### config.mk
export PLATFORM = sky130hd
export DESIGN_NAME = cdiv_channel
export DESIGN_NICKNAME = d
export VERILOG_FILES = /design/src/rtl/cdiv_pkg.sv /design/src/rtl/cdiv_sync.sv /design/src/rtl/cdiv_shadow.sv /design/src/rtl/cdiv_stage.sv /design/src/rtl/cdiv_channel.sv
export SDC_FILE = /design/constraint.sdc
export NUM_CORES = 1
export LEC_CHECK = 0
export CAP_MARGIN = 10
export CORE_MARGIN = 2
export CORE_UTILIZATION = 50
export CTS_CLUSTER_SIZE = 28
export DETAILED_ROUTE_END_ITERATION = 10
export PLACE_DENSITY_LB_ADDON = 0.12
export SLEW_MARGIN = 10
export SYNTH_ARGS = -nofsm -noshare
export SYNTH_HDL_FRONTEND = slang
export SYNTH_SLANG_ARGS = --single-unit
### constraint.sdc
create_clock -name clk_in -period 3 [get_ports clk_in]
set_input_delay 0.45 -clock clk_in [delete_from_list [all_inputs] [get_ports clk_in]]
set_output_delay 0.45 -clock clk_in [all_outputs]
set_load 0.02 [all_outputs]
### src/rtl/cdiv_pkg.sv
package cdiv_pkg;

   // Per-stage mode bits kept in the shadow register
   typedef struct packed {
      logic start_hi;
      logic bypass;
   } cdiv_mode_t;

   localparam int unsigned CDIV_MIN_SYNC = 2;

endpackage

### src/rtl/cdiv_sync.sv
module cdiv_sync #(
   parameter int unsigned STAGES = 2
) (
   input  logic clk,
   input  logic rst_n,
   input  logic d,
   output logic q
);

   initial begin
      assert (STAGES >= cdiv_pkg::CDIV_MIN_SYNC)
         else $error("cdiv_sync: STAGES below minimum");
   end

   logic [STAGES-1:0] chain_q;

   always_ff @(posedge clk or negedge rst_n) begin
      if (!rst_n) chain_q <= '0;
      else        chain_q <= {chain_q[STAGES-2:0], d};
   end

   assign q = chain_q[STAGES-1];

endmodule

### src/rtl/cdiv_shadow.sv
module cdiv_shadow #(
   parameter int unsigned W = 8
) (
   input  logic         clk,
   input  logic         rst_n,
   input  logic         ld,
   input  logic [W-1:0] d,
   output logic [W-1:0] q
);

   initial begin
      assert (W >= 1) else $error("cdiv_shadow: W must be positive");
   end

   always_ff @(posedge clk or negedge rst_n) begin
      if (!rst_n)  q <= '0;
      else if (ld) q <= d;
   end

endmodule

### src/rtl/cdiv_stage.sv
module cdiv_stage #(
   parameter int unsigned CNT_W = 4,
   parameter int unsigned OFS_W = 4
) (
   input  logic             clk,
   input  logic             rst_n,
   input  logic             restart,
   input  logic             adv,
   input  logic [CNT_W-1:0] hi,
   input  logic [CNT_W-1:0] lo,
   input  logic [OFS_W-1:0] ofs_init,
   input  logic             start_init,
   output logic             lvl,
   output logic             rise_next
);

   initial begin
      assert (CNT_W >= 1 && OFS_W >= 1)
         else $error("cdiv_stage: field widths must be positive");
   end

   logic [CNT_W-1:0] cnt_q;
   logic [OFS_W-1:0] ofs_q;
   logic             lvl_q;
   logic             at_end;
   logic             ofs_busy;

   assign at_end    = (cnt_q == (lvl_q ? hi : lo));
   assign ofs_busy  = (ofs_q != '0);
   assign rise_next = adv && !restart && !ofs_busy && !lvl_q && at_end;
   assign lvl       = lvl_q;

   always_ff @(posedge clk or negedge rst_n) begin
      if (!rst_n) begin
         cnt_q <= '0;
         ofs_q <= '0;
         lvl_q <= 1'b0;
      end else if (restart) begin
         cnt_q <= '0;
         ofs_q <= ofs_init;
         lvl_q <= start_init;
      end else if (adv) begin
         if (ofs_busy) begin
            ofs_q <= ofs_q - 1'b1;
         end else if (at_end) begin
            lvl_q <= ~lvl_q;
            cnt_q <= '0;
         end else begin
            cnt_q <= cnt_q + 1'b1;
         end
      end
   end


   phase_cnt_range_chk: assert property (@(posedge clk) disable iff (!rst_n)
      lvl_q ? (cnt_q <= hi) : (cnt_q <= lo));


   ofs_hold_lvl_chk: assert property (@(posedge clk) disable iff (!rst_n)
      (adv && !restart && ofs_busy) |=> (lvl_q == $past(lvl_q)));


   rise_then_high_chk: assert property (@(posedge clk) disable iff (!rst_n)
      rise_next |=> lvl_q);

endmodule

### src/rtl/cdiv_channel.sv
module cdiv_channel
   import cdiv_pkg::*;
#(
   parameter int unsigned CNT_W       = 4,
   parameter int unsigned OFS_W       = 4,
   parameter int unsigned SYNC_STAGES = 2,
   parameter bit          TWO_STAGE   = 1'b1
) (
   input  logic             clk_in,
   input  logic             rst_n,
   input  logic             sync_in,
   input  logic             upd_stb,
   input  logic [CNT_W-1:0] s1_hi,
   input  logic [CNT_W-1:0] s1_lo,
   input  logic [OFS_W-1:0] s1_ofs,
   input  logic             s1_start_hi,
   input  logic             s1_bypass,
   input  logic [CNT_W-1:0] s2_hi,
   input  logic [CNT_W-1:0] s2_lo,
   input  logic [OFS_W-1:0] s2_ofs,
   input  logic             s2_start_hi,
   input  logic             s2_bypass,
   input  logic             force_hi,
   input  logic             no_sync,
   output logic             clk_out
);

   localparam int unsigned NSTG = TWO_STAGE ? 2 : 1;
   localparam int unsigned SH_W = 2 * CNT_W + OFS_W + $bits(cdiv_mode_t);

   initial begin
      assert (SYNC_STAGES >= CDIV_MIN_SYNC)
         else $error("cdiv_channel: SYNC_STAGES too small");
   end

   // raw configuration gathered per stage
   logic [CNT_W-1:0] raw_hi   [2];
   logic [CNT_W-1:0] raw_lo   [2];
   logic [OFS_W-1:0] raw_ofs  [2];
   cdiv_mode_t       raw_mode [2];

   assign raw_hi[0]   = s1_hi;
   assign raw_lo[0]   = s1_lo;
   assign raw_ofs[0]  = s1_ofs;
   assign raw_mode[0] = '{start_hi: s1_start_hi, bypass: s1_bypass};
   assign raw_hi[1]   = s2_hi;
   assign raw_lo[1]   = s2_lo;
   assign raw_ofs[1]  = s2_ofs;
   assign raw_mode[1] = '{start_hi: s2_start_hi, bypass: s2_bypass};

   // channel-wide shadow bits
   logic [1:0] glb_q;
   logic       frc_sh;
   logic       nosync_sh;

   cdiv_shadow #(.W(2)) glb_shadow_i (
      .clk   (clk_in),
      .rst_n (rst_n),
      .ld    (upd_stb),
      .d     ({force_hi, no_sync}),
      .q     (glb_q)
   );
   assign {frc_sh, nosync_sh} = glb_q;

   // synchronised restart request
   logic sync_s;
   logic hold;
   logic restart;

   cdiv_sync #(.STAGES(SYNC_STAGES)) sync_i (
      .clk   (clk_in),
      .rst_n (rst_n),
      .d     (sync_in),
      .q     (sync_s)
   );

   assign hold    = sync_s && !nosync_sh;
   assign restart = upd_stb || hold;

   // per-stage shadow and divider
   logic [CNT_W-1:0] sh_hi    [NSTG];
   logic [CNT_W-1:0] sh_lo    [NSTG];
   logic [OFS_W-1:0] sh_ofs   [NSTG];
   cdiv_mode_t       sh_mode  [NSTG];
   logic [OFS_W-1:0] init_ofs [NSTG];
   logic [NSTG-1:0]  init_start;
   logic [NSTG-1:0]  sh_byp;
   logic [NSTG-1:0]  sh_start;
   logic [NSTG-1:0]  lvl;
   logic [NSTG-1:0]  rise;
   logic [NSTG-1:0]  adv;

   for (genvar i = 0; i < NSTG; i++) begin : g_stg
      logic [SH_W-1:0] sh_q;

      cdiv_shadow #(.W(SH_W)) stg_shadow_i (
         .clk   (clk_in),
         .rst_n (rst_n),
         .ld    (upd_stb),
         .d     ({raw_hi[i], raw_lo[i], raw_ofs[i], raw_mode[i]}),
         .q     (sh_q)
      );
      assign {sh_hi[i], sh_lo[i], sh_ofs[i], sh_mode[i]} = sh_q;
      assign sh_byp[i]   = sh_mode[i].bypass;
      assign sh_start[i] = sh_mode[i].start_hi;

      // restart values come from the incoming settings on an update
      assign init_ofs[i]   = upd_stb ? raw_ofs[i] : sh_ofs[i];
      assign init_start[i] = upd_stb ? raw_mode[i].start_hi : sh_start[i];

      if (i == 0) begin : g_first
         assign adv[i] = 1'b1;
      end else begin : g_casc
         assign adv[i] = sh_byp[i-1] || rise[i-1];


         casc_step_on_rise_chk: assert property (@(posedge clk_in) disable iff (!rst_n)
            (!$past(restart) && !$past(sh_byp[i-1]) && (lvl[i] != $past(lvl[i])))
               |-> $past(rise[i-1]));
      end

      cdiv_stage #(.CNT_W(CNT_W), .OFS_W(OFS_W)) stage_i (
         .clk        (clk_in),
         .rst_n      (rst_n),
         .restart    (restart),
         .adv        (adv[i]),
         .hi         (sh_hi[i]),
         .lo         (sh_lo[i]),
         .ofs_init   (init_ofs[i]),
         .start_init (init_start[i]),
         .lvl        (lvl[i]),
         .rise_next  (rise[i])
      );
   end

   // output selection
   logic fin_lvl;
   logic fin_start;
   logic all_byp;

   if (NSTG == 2) begin : g_out2
      assign fin_lvl   = sh_byp[1] ? lvl[0] : lvl[1];
      assign fin_start = sh_byp[1] ? sh_start[0] : sh_start[1];
      assign all_byp   = sh_byp[0] && sh_byp[1];
   end else begin : g_out1
      assign fin_lvl   = lvl[0];
      assign fin_start = sh_start[0];
      assign all_byp   = sh_byp[0];
   end

   always_comb begin
      if (frc_sh)       clk_out = 1'b1;
      else if (all_byp) clk_out = clk_in;
      else              clk_out = fin_lvl;
   end


   sync_park_lvl_chk: assert property (@(posedge clk_in) disable iff (!rst_n)
      (hold && !upd_stb) |=> (fin_lvl == $past(fin_start)));

endmodule

==> summary.md, run 1 <==
| Metric | Value |
|---|---|
| Placed Area | `2784 um^2` |
| VDD IR max | `between 0.3 and 0.4 mV` |
| Final Hold Fails | `0` |
| Syn nets | `approximately 240` |
| Synth warn | `0` |
| Fin area | `~2900 um^2` |
| Measured slew at the worst slew-check pin | `~0.65 ns` |
| Die X | `approximately 73 um` |
| Area of the core | `~4700 um^2` |
| Post-synth EDFFs | `0` |
| Number of global-route vias before repair | `1734` |
| IO buf count | `34` |
| Pwr Total | `between 0.0015 and 0.002 W` |
| Site Rows | `25` |
| Slew HR | `around 56%` |
| Largest net degree at the start of global routing | `51` |
| Cell Int Power | `0.001226 W` |
| Top_reg_cell synth | `dfrtp_1` |
| Hpwl dp | `approximately 3300 um` |
| Synthesized area | `roughly 2400 um^2` |
| Synthesized instance count | `~200` |
| P_leak | `approximately 1.3 nW` |
| Global-route wire length before repair | `roughly 7900 um` |
| DRC marker count from the first detailed-route iteration | `about 110` |
| Total negative slack | `0 ns` |
| DR vias | `between 1500 and 2000` |
| CTS tree | `built` |
| RSZ-0062 raised after global routing | `false` |
| GPL Wtd Cong | `between 0.8 and 0.9` |
| DRT Pass-1 Iters | `4` |
| DR WL met2 | `2123 um` |
| Hold Path Class | `in2async` |
| Maxcap violations | `0` |
| Final Util | `a little over three fifths` |
| Routed len/inst | `approximately 15 um` |
| Async set or reset register ratio after synthesis | `100.0%` |
| Clock Latency Late Sink | `0.41 ns` |
| Critical Path Start Type | `clock port` |
| Final ANT Viol Nets | `0` |
| Die H | `between 70 and 80 um` |
| Worst Path Required | `roughly 2.6 ns` |
| Diodes inserted | `0` |
| Post-synthesis sequential area ratio | `52.11%` |
| Switch share | `~28%` |
| Slew Viols, Final | `0` |
| WL met3 | `267 um` |
| Post-CTS setup buffers | `0` |
| Sequential Power Share | `between 40% and 50%` |
| Reg clk slew, reported paths | `0.09 ns` |
| Share of post-route cells with drive strength above 1 | `between 20% and 30%` |
| Post-Route M1 WL | `roughly 2100 um` |
| # setup viols final | `0` |
| Switch Pwr | `approximately 0.00048 W` |
| Critical path class | `clk2out` |
| Comb pwr share | `between 20% and 30%` |
| Yosys reg bits | `50` |
| Hold-fix buffers at CTS | `0` |
| Total Die Area | `approximately 5400 um^2` |
| CTS-repair resized insts | `3` |
| Mapped Avg Cell Area | `between 10 and 15 um^2` |
| Crit end category | `primary output` |
| Data arrival, critical path | `roughly 2.5 ns` |
| Top Metal Used | `met4` |
| Run status | `completed` |
| Post-Route WL | `about 4600 um` |
| Power density over cell area | `between 500 and 600 nW/um^2` |
| Gr ovfl total | `0` |
| Clock skew | `roughly 0.011 ns` |
| Via/cell ratio | `5.643` |
| Clock share of power | `a little under a third` |
| # nets final | `~280` |
| I/O pin cnt | `35` |
| Netlist cell types | `35` |
| Initial Utilization | `slightly above 50%` |
| Crit Path Max Fanout | `2` |
| GRT Overall Usage | `19.97%` |
| Initial antenna violation count | `0` |
| DRC errors left | `0` |
| Layout area overhead | `21.63%` |
## worst paths after layout
path | from | endpoint | slack [ns] | cells past startpoint
min in group clk_in | sync_i.chain_q[0] | sync_i.chain_q[1] | 0.36 | 0
hold / removal | rst_n | g_stg[0].stg_shadow_i.q[4] | 0.05 | 1
hold reg to reg | sync_i.chain_q[0] | sync_i.chain_q[1] | 0.36 | 0
setup reg to reg | g_stg[0].stage_i.ofs_q[0] | g_stg[1].stage_i.ofs_q[2] | 0.63 | 8
max in group asynchronous | rst_n | g_stg[0].stg_shadow_i.q[13] | 2.52 | 1
setup / recovery | clk_in | clk_out | 0.05 | 6
## logic make-up after synthesis
group	Yosys count	share of synthesized area, %
DFF	50	52.11
AOI/OAI and AO/OA	34	8.599
buffers and inverters	14	2.553
and+or+nand+nor	46	10.58
adders and majority gates	5	2.606
xor gates and xnor gates	12	4.377
muxes	42	19.18
## state kept, by name, indices dropped and copies added, names as in the netlist
register / flops
g_stg.stage_i.lvl: 2
sync_i.chain_q: 2
glb_shadow_i.q: 2
g_stg.stage_i.cnt_q: 8
g_stg.stg_shadow_i.q: 28
g_stg.stage_i.ofs_q: 8
## cells in the mapped netlist, types with 3 or more instances
cell / instances / area, um^2
dfrtp_1: 50 / 1251
mux2_2: 32 / 360.4
nand2_1: 12 / 45.04
nor2_1: 11 / 41.29
o21ai_0: 11 / 55.05
a21oi_1: 10 / 50.05
mux2i_1: 10 / 100.1
inv_1: 7 / 26.28
xnor2_1: 7 / 61.31
ha_1: 5 / 62.56
xor2_1: 5 / 43.79
clkbuf_1: 4 / 15.01
nand3_1: 4 / 20.02
a21o_1: 3 / 22.52
nor2b_1: 3 / 18.77
nor3_1: 3 / 15.01
nor3b_1: 3 / 22.52
## metrics by stage
stage | worst slack [ns] | instances | hold slack [ns]
2_1_floorplan | 0.5444 | 203 | 0.1544
3_3_place_gp | 0.08417 | 286 | 0.3370
3_5_place_dp | 0.08386 | 286 | 0.3411
4_1_cts | 0.01952 | 297 | 0.2799
5_1_grt | 0.01452 | 297 | 0.09082
6_report | 0.05459 | 297 | 0.05328
## power groups by stage
stage	logic (W)	registers, W	clock network [W]
2_1_floorplan	0.000275	0.000804	0.0000142
3_3_place_gp	0.000334	0.000837	0.0000206
3_5_place_dp	0.000354	0.000842	0.0000206
4_1_cts	0.000355	0.000830	0.000538
5_1_grt	0.000396	0.000844	0.000574
6_report	0.000353	0.000831	0.000519
## per-layer routing
layer	up-vias	global-route usage (%)
met1	816	26.59
met5	-	0
met4	0	10.91
met2	53	28.83
met3	13	6.584
li1	794	-
## layout by cell type (no fill, tap or decap), types with 2 or more instances in the layout
cell type / instances
a21o_1: 3
a21oi_1: 10
buf_4: 3
clkbuf_8: 9
clkdlybuf4s50_1: 32
dfrtp_1: 50
ha_1: 5
inv_1: 7
mux2_2: 32
mux2i_1: 10
nand2_1: 12
nand2b_1: 2
nand3_1: 4
nor2_1: 11
nor2b_1: 3
nor3_1: 3
nor3b_1: 3
o21ai_0: 11
o21ai_1: 2
o41ai_1: 2
or3_1: 2
or4b_1: 2
xnor2_1: 7
xor2_1: 5
## critical path, cell delays in order
cell and delay, ns:
clkbuf_8 0.11, clkbuf_8 0.12, a21oi_1 0.16, a21oi_1 0.08, or2_2 0.27, clkdlybuf4s15_2 0.25
## cell type report
type / instances / area (um^2)
Inverter: 7 / 26.28
Tap cell: 54 / 67.56
Multi-Input combinational cell: 139 / 1089
Clock buffer: 11 / 138.9
Fill cell: 382 / 1740
Clock inverter: 1 / 5.005
Sequential cell: 50 / 1251
Timing Repair Buffer: 35 / 342.8
Note: power is estimated with default switching activity, not from simulation.
==> inputs of run 2 (changes only) <==
--- a/config.mk
+++ b/config.mk
@@ -15,3 +15,4 @@
 export SYNTH_ARGS = -nofsm -noshare
 export SYNTH_HDL_FRONTEND = slang
 export SYNTH_SLANG_ARGS = --single-unit
+export TNS_END_PERCENT = 10
==> results of run 2 <==
Same layout as run 1: the final DEF is identical, and so are final timing and power.
==> inputs of run 3 (changes only) <==
--- a/config.mk
+++ b/config.mk
@@ -8,6 +8,7 @@
 export CAP_MARGIN = 10
 export CORE_MARGIN = 2
 export CORE_UTILIZATION = 50
+export CTS_CLUSTER_DIAMETER = 60
 export CTS_CLUSTER_SIZE = 28
 export DETAILED_ROUTE_END_ITERATION = 10
 export PLACE_DENSITY_LB_ADDON = 0.12
==> results of run 3 <==
Same layout as run 1: the final DEF is identical, and so are final timing and power.
